==> src/rtl/gpio_sc_pkg.sv <==
package gpio_sc_pkg;
   localparam int unsigned REG_DIR = 0;
   localparam int unsigned REG_OUT = 1;
   localparam int unsigned REG_SET = 2;
   localparam int unsigned REG_CLR = 3;
   localparam int unsigned REG_IN  = 4;
   localparam int unsigned REG_CNT = 5;
endpackage

==> src/rtl/gpio_sc_sync.sv <==
module gpio_sc_sync #(
   parameter int unsigned PIN_W  = 32,
   parameter int unsigned STAGES = 2
) (
   input  logic             clk,
   input  logic             rst_n,
   input  logic [PIN_W-1:0] async_i,
   output logic [PIN_W-1:0] sync_o
);
   if (STAGES < 2) begin : g_bad_stages
      $error("gpio_sc_sync: STAGES must be at least 2");
   end

   logic [PIN_W-1:0] chain_q [STAGES];

   for (genvar s = 0; s < STAGES; s++) begin : g_stage
      always_ff @(posedge clk or negedge rst_n) begin
         if (!rst_n) begin
            chain_q[s] <= '0;
         end else if (s == 0) begin
            chain_q[s] <= async_i;
         end else begin
            chain_q[s] <= chain_q[(s == 0) ? 0 : s-1];
         end
      end
   end

   assign sync_o = chain_q[STAGES-1];
endmodule

==> src/rtl/gpio_sc_regs.sv <==
module gpio_sc_regs
   import gpio_sc_pkg::*;
#(
   parameter int unsigned PIN_W  = 32,
   parameter int unsigned ADDR_W = 3
) (
   input  logic              clk,
   input  logic              rst_n,
   input  logic [ADDR_W-1:0] addr,
   input  logic              we,
   input  logic [PIN_W-1:0]  wdata,
   output logic [PIN_W-1:0]  dir_q,
   output logic [PIN_W-1:0]  lat_q
);
   logic dir_wr, set_wr, clr_wr;

   assign dir_wr = we && (addr == ADDR_W'(REG_DIR));
   assign set_wr = we && (addr == ADDR_W'(REG_SET));
   assign clr_wr = we && (addr == ADDR_W'(REG_CLR));

   for (genvar p = 0; p < PIN_W; p++) begin : g_pin
      logic set_b, clr_b;
      assign set_b = set_wr && wdata[p];
      assign clr_b = clr_wr && wdata[p];

      always_ff @(posedge clk or negedge rst_n) begin
         if (!rst_n) begin
            dir_q[p] <= 1'b1;
            lat_q[p] <= 1'b0;
         end else begin
            if (dir_wr) begin
               dir_q[p] <= wdata[p];
            end
            if (clr_b) begin
               lat_q[p] <= 1'b0;
            end else if (set_b) begin
               lat_q[p] <= 1'b1;
            end
         end
      end
   end
endmodule

==> src/rtl/gpio_sc_rdmux.sv <==
module gpio_sc_rdmux
   import gpio_sc_pkg::*;
#(
   parameter int unsigned PIN_W  = 32,
   parameter int unsigned ADDR_W = 3
) (
   input  logic [ADDR_W-1:0] addr,
   input  logic [PIN_W-1:0]  dir_q,
   input  logic [PIN_W-1:0]  lat_q,
   input  logic [PIN_W-1:0]  in_q,
   output logic [PIN_W-1:0]  rdata
);
   always_comb begin
      rdata = '0;
      if (addr == ADDR_W'(REG_DIR)) begin
         rdata = dir_q;
      end else if ((addr == ADDR_W'(REG_OUT)) || (addr == ADDR_W'(REG_SET)) ||
                   (addr == ADDR_W'(REG_CLR))) begin
         rdata = lat_q;
      end else if (addr == ADDR_W'(REG_IN)) begin
         rdata = in_q;
      end
   end
endmodule

==> src/rtl/gpio_setclr_port.sv <==
module gpio_setclr_port
   import gpio_sc_pkg::*;
#(
   parameter int unsigned PIN_W       = 32,
   parameter int unsigned ADDR_W      = 3,
   parameter int unsigned SYNC_STAGES = 2
) (
   input  logic              clk,
   input  logic              rst_n,
   input  logic [ADDR_W-1:0] bus_addr,
   input  logic              bus_we,
   input  logic [PIN_W-1:0]  bus_wdata,
   output logic [PIN_W-1:0]  bus_rdata,
   input  logic [PIN_W-1:0]  pad_in,
   output logic [PIN_W-1:0]  pad_out,
   output logic [PIN_W-1:0]  pad_oe
);
   if (PIN_W < 1 || PIN_W > 32) begin : g_bad_width
      $error("gpio_setclr_port: PIN_W must be 1..32");
   end
   if ((1 << ADDR_W) < REG_CNT) begin : g_bad_addr
      $error("gpio_setclr_port: ADDR_W too small for register map");
   end

   logic [PIN_W-1:0] dir_q, lat_q, in_q;

   gpio_sc_regs #(.PIN_W(PIN_W), .ADDR_W(ADDR_W)) regs_i (
      .clk   (clk),
      .rst_n (rst_n),
      .addr  (bus_addr),
      .we    (bus_we),
      .wdata (bus_wdata),
      .dir_q (dir_q),
      .lat_q (lat_q)
   );

   gpio_sc_sync #(.PIN_W(PIN_W), .STAGES(SYNC_STAGES)) sync_i (
      .clk     (clk),
      .rst_n   (rst_n),
      .async_i (pad_in),
      .sync_o  (in_q)
   );

   gpio_sc_rdmux #(.PIN_W(PIN_W), .ADDR_W(ADDR_W)) rdmux_i (
      .addr  (bus_addr),
      .dir_q (dir_q),
      .lat_q (lat_q),
      .in_q  (in_q),
      .rdata (bus_rdata)
   );

   assign pad_out = lat_q;
   assign pad_oe  = ~dir_q;
endmodule

==> config.mk <==
export PLATFORM = sky130hd
export DESIGN_NAME = gpio_setclr_port
export DESIGN_NICKNAME = d
export VERILOG_FILES = /design/src/rtl/gpio_sc_pkg.sv /design/src/rtl/gpio_sc_sync.sv /design/src/rtl/gpio_sc_regs.sv /design/src/rtl/gpio_sc_rdmux.sv /design/src/rtl/gpio_setclr_port.sv
export SDC_FILE = /design/constraint.sdc
export NUM_CORES = 1
export LEC_CHECK = 0
export BUFFER_PORTS_ARGS = -buffer_cell sky130_fd_sc_hd__buf_2
export CAP_MARGIN = 25
export CELL_PAD_IN_SITES_DETAIL_PLACEMENT = 1
export CELL_PAD_IN_SITES_GLOBAL_PLACEMENT = 2
export CORE_ASPECT_RATIO = 2
export CORE_MARGIN = 3
export CORE_UTILIZATION = 33
export CTS_CLUSTER_DIAMETER = 50
export CTS_CLUSTER_SIZE = 28
export DETAILED_ROUTE_END_ITERATION = 10
export GPL_TIMING_DRIVEN = 0
export PLACE_DENSITY = 0.87
export SLEW_MARGIN = 20
export SYNTH_ARGS = -nofsm -noshare
export SYNTH_HDL_FRONTEND = slang
export SYNTH_SLANG_ARGS = --single-unit
==> constraint.sdc <==
create_clock -name clk -period 1.6 [get_ports clk]
set_input_delay 0.24 -clock clk [delete_from_list [all_inputs] [get_ports clk]]
set_output_delay 0.24 -clock clk [all_outputs]
set_load 0.02 [all_outputs]
==> impl_metrics.py <==
metrics = {
    "status": {
        "outcome": "finished with violations",
        "violations": "negative setup slack",
    },
    "setup_path": {
        "crit_type": "flip-flop to primary output",
        "start_kind": "flip-flop",
        "cp.arrival_ps": 1380,
        "reg2reg_setup_slack_ps": 730,
        "r2r_cells": 2,
        "worst_setup_path_end_kind": "primary output",
        "crit_chain": "mux2i_1, mux2i_1, buf_4",
        "critPathMaxFanout": 2,
        "cp_common_cell": "mux2i_1",
        "critPathMaxStageDelay_ps": 540,
        "slowest_stage": "dfstp_2",
        "required_ps": 1360,
    },
    "finish": {
        "final_util_pct": 48.3,
        "final_cell_area_mm2": 0.00786,
        "nNetsFinal": 725,
        "drive_gt1_share_pct": 44.0,
        "regArea_mm2": 0.00324,
        "syn2layout_area_growth_pct": 43.5,
        "num-fill-cells": 1769,
        "multiInputGateArea_mm2": 0.00184,
        "fin_cells": 873,
    },
    "route": {
        "initialDrtViolationCount": 103,
        "detail_route.wl_per_cell_um": 18.7,
        "routed_wl_um": 16300,
        "antenna_left": 0,
        "drc_errors": 0,
        "first_pass_iters": 4,
        "vias_per_cell": 4.60,
        "route.vias.total": 4020,
    },
    "global_route": {
        "antenna_found_initial": 2,
        "grt.overflow.total": 0,
        "grt_max_degree": 72,
        "grt_pass1_vias": 4680,
        "track_usage_pct": 18.3,
        "grt_pass1_wl_um": 25500,
    },
    "sta": {
        "relSlewSlack_pct": 61.5,
        "timing.fmax_mhz": 618,
        "finalSetupTns_ps": -51.5,
        "rsz0062_at_grt": "true",
        "worst_slew_pin_slew_ps": 578,
        "period_share_pct": 101,
        "final_hold_viol_count": 0,
        "holdWs_ps": 64.5,
        "skew_ps": 4.31,
        "setup_viol": 5,
        "fin_ws_ps": -18.5,
        "slew_viol_final": 0,
        "post-route-min-period_ps": 1620,
    },
    "cts": {
        "clock_latency_ps": 420,
        "cts_root_buffer": "clkbuf_16",
        "numCtsBuffers": 17,
        "cts_sinks": 128,
        "clkTransAtPathRegs_ps": 60,
        "htree_num_levels": 4,
        "cts_tree": "yes",
        "clockBufferDepth": 2,
    },
    "logic_synthesis": {
        "yosysTopAreaCell": "dfrtp_1",
        "syn-cell-area_mm2": 0.00548,
        "ys_ff_latch": 128,
        "synthesis.nets": 486,
        "synthTopCellsByArea": "dfrtp_1, mux2i_1, dfstp_2, mux2_2, nand4b_1",
        "synthCells": 416,
        "synth.distinct_cells": 14,
        "synth_top_area_share_pct": 43.9,
        "ys_seq_area_share_pct": 59.2,
        "ys_warn_count": 0,
        "postSynthAreaPerCell_um2": 13.2,
    },
    "worst_hold_path": {
        "hold_path_depth": 2,
        "hold_path_class": "primary input to flip-flop",
    },
    "place": {
        "placed_cell_area_mm2": 0.00658,
        "hpwl_um": 11600,
        "preCtsSetupSlack_ps": -346,
        "place.gp.congestion": 0.800,
        "place_inst": 782,
        "io_buffer_count": 161,
    },
    "power": {
        "leakage_nw": 4.12,
        "power_density_mw_per_mm2": 1390,
        "max-vdd-ir-drop_v": 0.000746,
        "total_power_mw": 10.9,
    },
    "floorplanning": {
        "core-area_mm2": 0.0163,
        "rows": 66,
        "initial_core_util_pct": 33.7,
        "die_y_um": 188,
        "fp.dieArea_mm2": 0.0183,
        "ioPinCount": 166,
        "die_w_um": 97.1,
    },
    "flow_run": {
        "maxCapViolCount": 0,
    },
}
[critical path, delay by kind of cell (launching register included)]
kind                   cells  cell delay, ps
buffers and inverters      1             170
multiplexers               2             240
flip-flops                 1             540
[final timing paths]
kind	from	to
hold reg to reg	sync_i.chain_q[36]$_DFF_PN0_	sync_i.sync_o[4]$_DFF_PN0_
hold / removal	bus_wdata[14]	regs_i.dir_q[14]$_DFFE_PN1P_
max in group asynchronous	rst_n	regs_i.dir_q[23]$_DFFE_PN1P_
setup reg to reg	regs_i.dir_q[3]$_DFFE_PN1P_	regs_i.dir_q[3]$_DFFE_PN1P_
min in group asynchronous	rst_n	sync_i.sync_o[7]$_DFF_PN0_
setup / recovery	regs_i.dir_q[3]$_DFFE_PN1P_	bus_rdata[3]
[cells in the mapped netlist]
| library cell | count |
|---|---|
| buf_4 | 6 |
| buf_2 | 4 |
| clkbuf_1 | 17 |
| nor4b_4 | 1 |
| or2_2 | 1 |
| dfstp_2 | 32 |
| dfrtp_1 | 96 |
| mux2_1 | 6 |
| nand4b_1 | 32 |
| buf_6 | 3 |
| inv_1 | 64 |
| nand2b_1 | 32 |
| mux2i_1 | 96 |
| mux2_2 | 26 |
[per-layer routing]
layer / track usage (%) / part of all wire (%)
met5: 0 / 0.043
met4: 9.79 / 3.9
met3: 4.11 / 4.1
met2: 34.7 / 57
met1: 18.1 / 35
[placed cells by master, fill, tap and decap left out]
cell	count
clkbuf_16	17
buf_6	9
inv_1	64
dfrtp_1	96
clkbuf_1	16
clkbuf_8	2
diode_2	1
nor4b_4	1
clkinvlp_4	2
buf_8	2
clkinv_2	1
nand4b_1	32
nand2b_1	32
mux2i_2	1
buf_16	1
or2_4	1
dlygate4sd3_1	33
mux2_2	26
mux2_1	6
buf_4	57
bufinv_16	4
buf_2	133
dfstp_2	32
mux2i_1	95
clkinv_4	5
[where the power goes]
part	internal, mW	switching, mW	total [mW]
combinational	1.15	1.50	2.65
clock	2.70	1.47	4.17
sequential	3.81	0.305	4.12
[cell families after synthesis]
| logic type | Yosys count | share of synthesized area, % |
|---|---|---|
| flip-flops | 128 | 59.2 |
| buffers and inverters | 94 | 7.35 |
| multiplexers | 128 | 24.1 |
| AND/OR/NAND/NOR | 66 | 9.32 |
[state kept, by name, summed over array words and instances, names as in the netlist]
name            flops
regs_i.dir_q       32
regs_i.lat_q       32
sync_i.chain_q     32
sync_i.sync_o      32
[final cells by class]
| class | instances | area share [%] |
|---|---|---|
| plain buffers | 29 | 2.48 |
| repair buffers | 221 | 18.4 |
| clock buffers | 20 | 5.81 |
| diodes | 1 | 0.0318 |
| multi-input cells | 194 | 23.4 |
| clock inverters | 12 | 2.34 |
| flip-flops and latches | 128 | 41.3 |
| well taps | 204 | 3.25 |
| inverters | 64 | 3.06 |
[what timing repair did]
action	4_1_cts	5_1_grt
buffers inserted	17	9
endpoints found under the hold margin	75	0
setup endpoints to repair	32	30
hold buffers	33	0
pin swaps	0	0
resized for setup	34	10
(Power assumes the default switching activity.)
